### src/rtl/wcadd_pkg.sv
package wcadd_pkg;

    localparam int DEF_WIDTH  = 32;
    localparam int DEF_WINDOW = 8;

    // per-bit carry generate / propagate pair
    typedef struct packed {
        logic g;
        logic p;
    } pg_t;

    localparam pg_t PG_IDENTITY = '{g: 1'b0, p: 1'b1};

    // fold a higher span onto a lower span
    function automatic pg_t pg_merge(input pg_t hi, input pg_t lo);
        pg_t r;
        r.g = hi.g | (hi.p & lo.g);
        r.p = hi.p & lo.p;
        return r;
    endfunction

    function automatic pg_t pg_make(input logic a, input logic b);
        pg_t r;
        r.g = a & b;
        r.p = a ^ b;
        return r;
    endfunction

endpackage

### src/rtl/wcadd_pg_gen.sv
module wcadd_pg_gen
    import wcadd_pkg::*;
#(
    parameter int W = DEF_WIDTH
) (
    input  logic [W-1:0] a_i,
    input  logic [W-1:0] b_i,
    output pg_t  [W-1:0] pg_o
);
    for (genvar i = 0; i < W; i++) begin : g_bit
        assign pg_o[i] = pg_make(a_i[i], b_i[i]);
    end
endmodule

### src/rtl/wcadd_window_carry.sv
module wcadd_window_carry
    import wcadd_pkg::*;
#(
    parameter int W = DEF_WIDTH,
    parameter int K = DEF_WINDOW
) (
    input  pg_t  [W-1:0] pg_i,
    output logic [W:0]   carry_o
);
    localparam int KE = (K < 1) ? 1 : ((K > W) ? W : K);

    assign carry_o[0] = 1'b0;

    // carry into bit j folds only bits j-1 .. max(0, j-K)
    for (genvar j = 1; j <= W; j++) begin : g_carry
        localparam int LO = (j > KE) ? (j - KE) : 0;
        pg_t  acc;
        logic cj;
        always_comb begin
            acc = PG_IDENTITY;
            for (int b = LO; b < j; b++) begin
                acc = pg_merge(pg_i[b], acc);
            end
            cj = acc.g;
        end
        assign carry_o[j] = cj;
    end
endmodule

### src/rtl/wcadd_exact.sv
module wcadd_exact #(
    parameter int W = wcadd_pkg::DEF_WIDTH
) (
    input  logic [W-1:0] a_i,
    input  logic [W-1:0] b_i,
    output logic [W-1:0] sum_o,
    output logic         cout_o
);
    logic [W:0] full;
    assign full   = {1'b0, a_i} + {1'b0, b_i};
    assign sum_o  = full[W-1:0];
    assign cout_o = full[W];
endmodule

### src/rtl/wcadd_compare.sv
module wcadd_compare #(
    parameter int W = wcadd_pkg::DEF_WIDTH
) (
    input  logic [W-1:0] spec_sum_i,
    input  logic         spec_cout_i,
    input  logic [W-1:0] exact_sum_i,
    input  logic         exact_cout_i,
    output logic         differ_o
);
    // carry-out is part of the compared word
    assign differ_o = ({spec_cout_i, spec_sum_i} != {exact_cout_i, exact_sum_i});
endmodule

### src/rtl/spec_window_adder.sv
module spec_window_adder
    import wcadd_pkg::*;
#(
    parameter int W = DEF_WIDTH,
    parameter int K = DEF_WINDOW
) (
    input  logic         clk,
    input  logic         rst,
    input  logic         in_valid,
    input  logic [W-1:0] op_a,
    input  logic [W-1:0] op_b,
    output logic         spec_valid,
    output logic [W-1:0] spec_sum,
    output logic         spec_cout,
    output logic         chk_valid,
    output logic [W-1:0] exact_sum,
    output logic         exact_cout,
    output logic         mismatch
);
    typedef struct packed {
        logic         vld;
        logic [W-1:0] a;
        logic [W-1:0] b;
        logic [W-1:0] sum;
        logic         cout;
    } spec_stage_t;

    typedef struct packed {
        logic         vld;
        logic [W-1:0] sum;
        logic         cout;
        logic         miss;
    } check_stage_t;

    pg_t [W-1:0] pg;
    logic [W:0]  wcarry;
    logic [W-1:0] spec_sum_c;
    logic [W-1:0] exact_sum_c;
    logic         exact_cout_c;
    logic         differ_c;

    spec_stage_t  s1_q;
    check_stage_t s2_q;

    wcadd_pg_gen #(.W(W)) u_pg (
        .a_i  (op_a),
        .b_i  (op_b),
        .pg_o (pg)
    );

    wcadd_window_carry #(.W(W), .K(K)) u_win (
        .pg_i    (pg),
        .carry_o (wcarry)
    );

    for (genvar i = 0; i < W; i++) begin : g_sum
        assign spec_sum_c[i] = pg[i].p ^ wcarry[i];
    end

    // stage 1: speculative result
    always_ff @(posedge clk) begin
        if (rst) begin
            s1_q <= '0;
        end else begin
            s1_q.vld <= in_valid;
            if (in_valid) begin
                s1_q.a    <= op_a;
                s1_q.b    <= op_b;
                s1_q.sum  <= spec_sum_c;
                s1_q.cout <= wcarry[W];
            end
        end
    end

    // exact adder works from the held operands over a full cycle
    wcadd_exact #(.W(W)) u_exact (
        .a_i    (s1_q.a),
        .b_i    (s1_q.b),
        .sum_o  (exact_sum_c),
        .cout_o (exact_cout_c)
    );

    wcadd_compare #(.W(W)) u_cmp (
        .spec_sum_i   (s1_q.sum),
        .spec_cout_i  (s1_q.cout),
        .exact_sum_i  (exact_sum_c),
        .exact_cout_i (exact_cout_c),
        .differ_o     (differ_c)
    );

    // stage 2: exact result and verdict
    always_ff @(posedge clk) begin
        if (rst) begin
            s2_q <= '0;
        end else begin
            s2_q.vld  <= s1_q.vld;
            s2_q.miss <= s1_q.vld & differ_c;
            if (s1_q.vld) begin
                s2_q.sum  <= exact_sum_c;
                s2_q.cout <= exact_cout_c;
            end
        end
    end

    assign spec_valid = s1_q.vld;
    assign spec_sum   = s1_q.sum;
    assign spec_cout  = s1_q.cout;
    assign chk_valid  = s2_q.vld;
    assign exact_sum  = s2_q.sum;
    assign exact_cout = s2_q.cout;
    assign mismatch   = s2_q.miss;
endmodule

### config.mk
export PLATFORM = sky130hd
export DESIGN_NAME = spec_window_adder
export DESIGN_NICKNAME = d
export VERILOG_FILES = /design/src/rtl/wcadd_pkg.sv /design/src/rtl/wcadd_pg_gen.sv /design/src/rtl/wcadd_window_carry.sv /design/src/rtl/wcadd_exact.sv /design/src/rtl/wcadd_compare.sv /design/src/rtl/spec_window_adder.sv
export SDC_FILE = /design/constraint.sdc
export NUM_CORES = 1
export LEC_CHECK = 0
export BUFFER_PORTS_ARGS = -buffer_cell sky130_fd_sc_hd__buf_2
export CAP_MARGIN = 30
export CORE_ASPECT_RATIO = 0.9
export CORE_MARGIN = 4
export CORE_UTILIZATION = 30
export CTS_CLUSTER_DIAMETER = 150
export DETAILED_ROUTE_END_ITERATION = 8
export GPL_TIMING_DRIVEN = 0
export MAX_ROUTING_LAYER = met4
export SYNTH_ARGS = -nofsm -noshare
export SYNTH_HDL_FRONTEND = slang
export SYNTH_SLANG_ARGS = --single-unit
### constraint.sdc
create_clock -name clk -period 5.1 [get_ports clk]
set_input_delay 0.51 -clock clk [delete_from_list [all_inputs] [get_ports clk]]
set_output_delay 0.51 -clock clk [all_outputs]
set_load 0.02 [all_outputs]
# == Word-level counts from Yosys, hierarchy flattened ==
# Index checks and enable logic that the tools add are counted.
# totals
register_bits,133
latchBits,0
ram_bits,0
rom_bits,0
input_bits,67
out_inout_bits,69
word_cells,457
n_memories,0
# op_classes
add_sub_neg,1
multipliers,0
n_div,0
magnitude_cmp,0
eq_ne,1
shifts,0
muxes,0
bitwise_logic,446
n_reduce_logical,0
# op_table
cell,n
1-bit AND,208
1-bit bitwise OR,175
1-bit bitwise XOR,63
32-bit by 32-bit adder with 33-bit output,1
33-bit inequality test,1

# == Longest topological paths before layout ==
# logic_depth
ltp_word,16
depth_mapped,13
ltp_nobuf,13

# == Modules after synthesis ==
# Synthesis repeated with hierarchy kept, for this count alone.
# hier_totals
cells_unflattened,1014
area_unflattened_um2,8908.5
# by_module_without_submodules
mod,n_inst,cells_each,area_per_inst_um2,seq_area_each_um2
spec_window_adder,1,494,5208.7,2662.6
wcadd_exact,1,274,1901.8,0.0
wcadd_window_carry,1,169,1038.5,0.0
wcadd_pg_gen,1,32,400.4,0.0
wcadd_compare,1,45,359.1,0.0

# == Worst setup path before layout ==
# OpenSTA, ideal clock, no wires.
# synth_path
path_type,input -> register
startpoint,input op_a[0]
endpoint,register s1_q (netlist bit spec_sum[7])
setup_time_ns,0.086
arrival_time_ns,3.608
t_required_ns,5.014
path_slack_ns,1.407
stages,10
path_buffers,0
cell_sequence,ha_1 fa_1 fa_1 fa_1 fa_1 fa_1 fa_1 inv_1 fa_1 a211oi_1
# synth_via
elab_chain_len,14
# synth_rtl
item,line,text
start: declaration,spec_window_adder.sv:10,"input logic [W-1:0] op_a,"
1-bit AND,wcadd_pkg.sv:24,r.g = a & b;
1-bit AND,wcadd_pkg.sv:17,r.g = hi.g | (hi.p & lo.g);
1-bit bitwise OR,wcadd_pkg.sv:17,
1-bit AND,wcadd_pkg.sv:17,
1-bit bitwise OR,wcadd_pkg.sv:17,
1-bit AND,wcadd_pkg.sv:17,
1-bit bitwise OR,wcadd_pkg.sv:17,
1-bit AND,wcadd_pkg.sv:17,
1-bit bitwise OR,wcadd_pkg.sv:17,
1-bit AND,wcadd_pkg.sv:17,
1-bit bitwise OR,wcadd_pkg.sv:17,
1-bit AND,wcadd_pkg.sv:17,
1-bit bitwise OR,wcadd_pkg.sv:17,
1-bit bitwise XOR,spec_window_adder.sv:57,assign spec_sum_c[i] = pg[i].p ^ wcarry[i];
end: declaration,spec_window_adder.sv:42,spec_stage_t s1_q;
# No other way between the ends.
# A chain may end at the register's enable or synchronous reset.

# == Worst setup path after layout ==
# layout_path
startpoint,register s1_q[33] (netlist bit)
endpoint,register s2_q (netlist bit mismatch)
# layout_via
elab_chain_len,3
# layout_rtl
item,line,text
32-bit by 32-bit adder with 33-bit output,wcadd_exact.sv:10,"assign full = {1'b0, a_i} + {1'b0, b_i};"
33-bit inequality test,wcadd_compare.sv:11,"assign differ_o = ({spec_cout_i, spec_sum_i} != {exact_cout_i, exact_sum_i});"
1-bit AND,spec_window_adder.sv:97,s2_q.miss <= s1_q.vld & differ_c;
end: declaration,spec_window_adder.sv:43,check_stage_t s2_q;
# No other way between the ends.

==> impl_metrics.env <==
export IMPL_crit_type="reg2reg"
export IMPL_outcome="finished, final reports clean"
export IMPL_area_growth_pct=19.8
export IMPL_multi_input_area_um2=6000
export IMPL_fp_dieArea_um2=33800
export IMPL_power_density_nw_per_um2=310
export IMPL_critPathLaunchType="flop"
export IMPL_worstPathMaxFanout=5
export IMPL_viasPerCell=5.06
export IMPL_setup_tns_ps=0
export IMPL_r2r_setup_slack_ps=1000
export IMPL_synth_top_area_cell="dfxtp_1"
export IMPL_postCtsResizedCells=0
export IMPL_end_kind="flop"
export IMPL_cts_tree="built"
export IMPL_clock_sinks=133
export IMPL_dr_first_iter_drc_count=657
export IMPL_hold_viol_final=0
export IMPL_synth_top_cell_area_share_pct=28.7
export IMPL_nFillCells=3169
export IMPL_syn_inst=1076
export IMPL_drc_errors=0
export IMPL_ys_ff_latch=133
export IMPL_rsz0062_at_grt="no"
export IMPL_rows=60
export IMPL_ir_drop_v=0.000221
export IMPL_drtAntennaViolNets=0
export IMPL_final_setup_skew_ps=9.69
export IMPL_htreeDepth=4
export IMPL_drv_cap=0
export IMPL_setup_viol=0
export IMPL_crit_required_ps=5370
export IMPL_worstMarginPinSlew_ps=952
export IMPL_relSlewSlack_pct=36.5
export IMPL_grt_total_usage_pct=18.6
export IMPL_cts_setup_buffers=0
export IMPL_start_util_pct=30.7
export IMPL_fmax_ghz=0.244
export IMPL_drt_pass1_iterations=5
export IMPL_antenna_found_initial=1
export IMPL_hp_start="op_b[9]"
export IMPL_grt_pass1_wl_um=47800
export IMPL_path_clk_slew_ps=60
export IMPL_r2r_start="s1_q[33]$_SDFFE_PP0P_"
export IMPL_synthesis_nets=1215
export IMPL_yosys_warnings=0
export IMPL_drv_slew=0
export IMPL_async_flop_share_pct=0
export IMPL_vias=8336
export IMPL_period_needed_ps=4100
export IMPL_dp_cells=1615
export IMPL_ios=136
export IMPL_cts_root_buffer="clkbuf_16"
export IMPL_hpwl_um=24900
export IMPL_die_y_um=175
export IMPL_regArea_um2=2660
export IMPL_clk_latency_ps=430
export IMPL_synth_main_ff_cell="dfxtp_1"
export IMPL_fin_cells=1648
export IMPL_synth_area_um2=9270
export IMPL_cts_buffers=17
export IMPL_nets=1371
export IMPL_wl_per_cell_um=18.7
export IMPL_hold_buffers=0
export IMPL_synthTopCellsByArea="dfxtp_1 29%, mux2i_1 12%, ha_1 8.6%, nor2_1 7.1%, xnor2_1 4.4%"
export IMPL_ys_types=76
export IMPL_io_buffers=133
export IMPL_syn_avg_cell_area_um2=8.62
export IMPL_overflow=0
export IMPL_cp_arrival_ps=4360
export IMPL_synth_edf_count=0
export IMPL_rr_worst_depth=13
export IMPL_hold_path_depth=3
export IMPL_grt_max_degree=17
export IMPL_hp_class="in2reg"
export IMPL_grt_pass1_vias=8194
export IMPL_wl_um=30800
export IMPL_drive_gt1_share_pct=18.9
export IMPL_hold_ws_ps=340
export IMPL_synth_seq_area_share_pct=28.7
export IMPL_finalCritPeriodShare_pct=80.3
export IMPL_hold_end="s1_q[42]$_SDFFE_PP0P_"
export IMPL_clockBufferDepth=2
export IMPL_leakagePower_nw=5.16
export IMPL_core_um2=30200
export IMPL_gp_congestion=0.925
export IMPL_worstReg2RegEnd="mismatch$_SDFF_PP0_"
export IMPL_dieWidth_um=193
[power by group]
part / internal, mW / total, mW / switching [mW]
combinational: 0.413 / 0.937 / 0.524
sequential: 1.11 / 1.19 / 0.0737
clock: 0.808 / 1.31 / 0.506
[sequential cells by signal, indices dropped and copies added, names as in the netlist]
signal and count:
spec_cout 1, mismatch 1, s1_q 64, chk_valid 1
exact_sum 32, spec_sum 32, spec_valid 1, exact_cout 1
[worst max-delay path, stage by stage (launching register included)]
cell and delay, ps:
dfxtp_1 340, ha_1 180, inv_1 60, fa_1 400, nand2b_1 190, a21oi_2 320, o31ai_2 170, o221ai_2 330
mux2_4 330, a31oi_1 120, or4b_1 500, or4_1 480, nor4bb_1 330, a311oi_1 180
[cells in the final DEF (no fill, tap or decap), drive strengths merged, types with 4 or more instances in the layout]
master    n
xor2     19
nand3    17
dfxtp   133
inv      24
a211oi    9
o21ai    36
a21o     37
or3      10
o21bai   12
xnor3     9
nand4    21
nand2b    8
a311oi    5
fa        8
xnor2    47
o21a      8
a21oi    82
clkinv    4
nor2    177
mux2i   114
nor3     18
buf     189
nand2    45
clkbuf   62
ha       64
nor2b     8
a31oi     8
nand3b    4
nor4      5
and3      4
[synthesized netlist by cell type (all sizes together), types with 4 or more instances]
cell      n
nand4    21
a311oi    5
o21a      8
a21o     37
ha       64
and3      4
a211oi    9
inv      22
nand2b    8
nand3b    4
nand3    17
o21ai    36
or3      10
nor2b     8
fa        8
nand2    45
nor4      5
dfxtp   133
xor2     19
nor2    177
a21oi    82
mux2i   114
clkbuf   42
xnor2    47
buf      52
o21bai   12
a31oi     8
nor3     18
xnor3     9
[metrics by stage]
stage                     total power [mW]  util [%]  worst slack [ps]  area (µm²)
after floorplan                       1.86         -              1410        9270
after global placement                2.13      34.6              1010       10400
after detailed placement              2.14      34.7              1030       10500
after CTS                             3.45      36.7              1070       11100
after global routing                  3.60      36.8               807       11100
final                                 3.44      36.8              1000       11100
[worst max path at each step]
stage,start,to,slack [ps]
6_report,s1_q[33]$_SDFFE_PP0P_,mismatch$_SDFF_PP0_,1000
5_1_grt,s1_q[33]$_SDFFE_PP0P_,mismatch$_SDFF_PP0_,810
4_1_cts,s1_q[33]$_SDFFE_PP0P_,mismatch$_SDFF_PP0_,1070
3_5_place_dp,op_a[0],spec_sum[7]$_SDFFE_PP0P_,1030
3_3_place_gp,op_a[0],spec_sum[7]$_SDFFE_PP0P_,1010
2_1_floorplan,op_a[0],spec_sum[7]$_SDFFE_PP0P_,1410
[per-layer routing]
layer / GRT usage, % / vias to the layer above / part of all wire, %
met2: 27.6 / 284 / 43
met5: - / - / 0
met1: 26.1 / 3916 / 49
met3: 3.43 / 31 / 6.4
met4: 4.40 / 0 / 1.6
li1: - / 4105 / -
[cell type report]
class,instances,share of cell area [%]
buffer,94,4.65
timing repair buffer,137,6.44
multi-input combinational,826,54.1
tap,403,4.54
sequential,133,24.0
inverter,23,0.777
clock buffer,20,4.20
clock inverter,11,1.34
antenna,1,0.0225
[logic make-up (layout without fill, tap and decap cells)]
group	after synthesis	after routing	share of synthesized area, %
AO/OA/AOI/OAI	229	229	16.6
XOR/XNOR	76	76	8.68
adder cells (fa/ha/maj)	72	72	10.4
buffers and inverters	117	285	6.51
flip-flops	133	133	28.7
multiplexers	116	116	12.6
other	0	1	0
AND/OR/NAND/NOR	333	333	16.5
(Power assumes the default switching activity.)
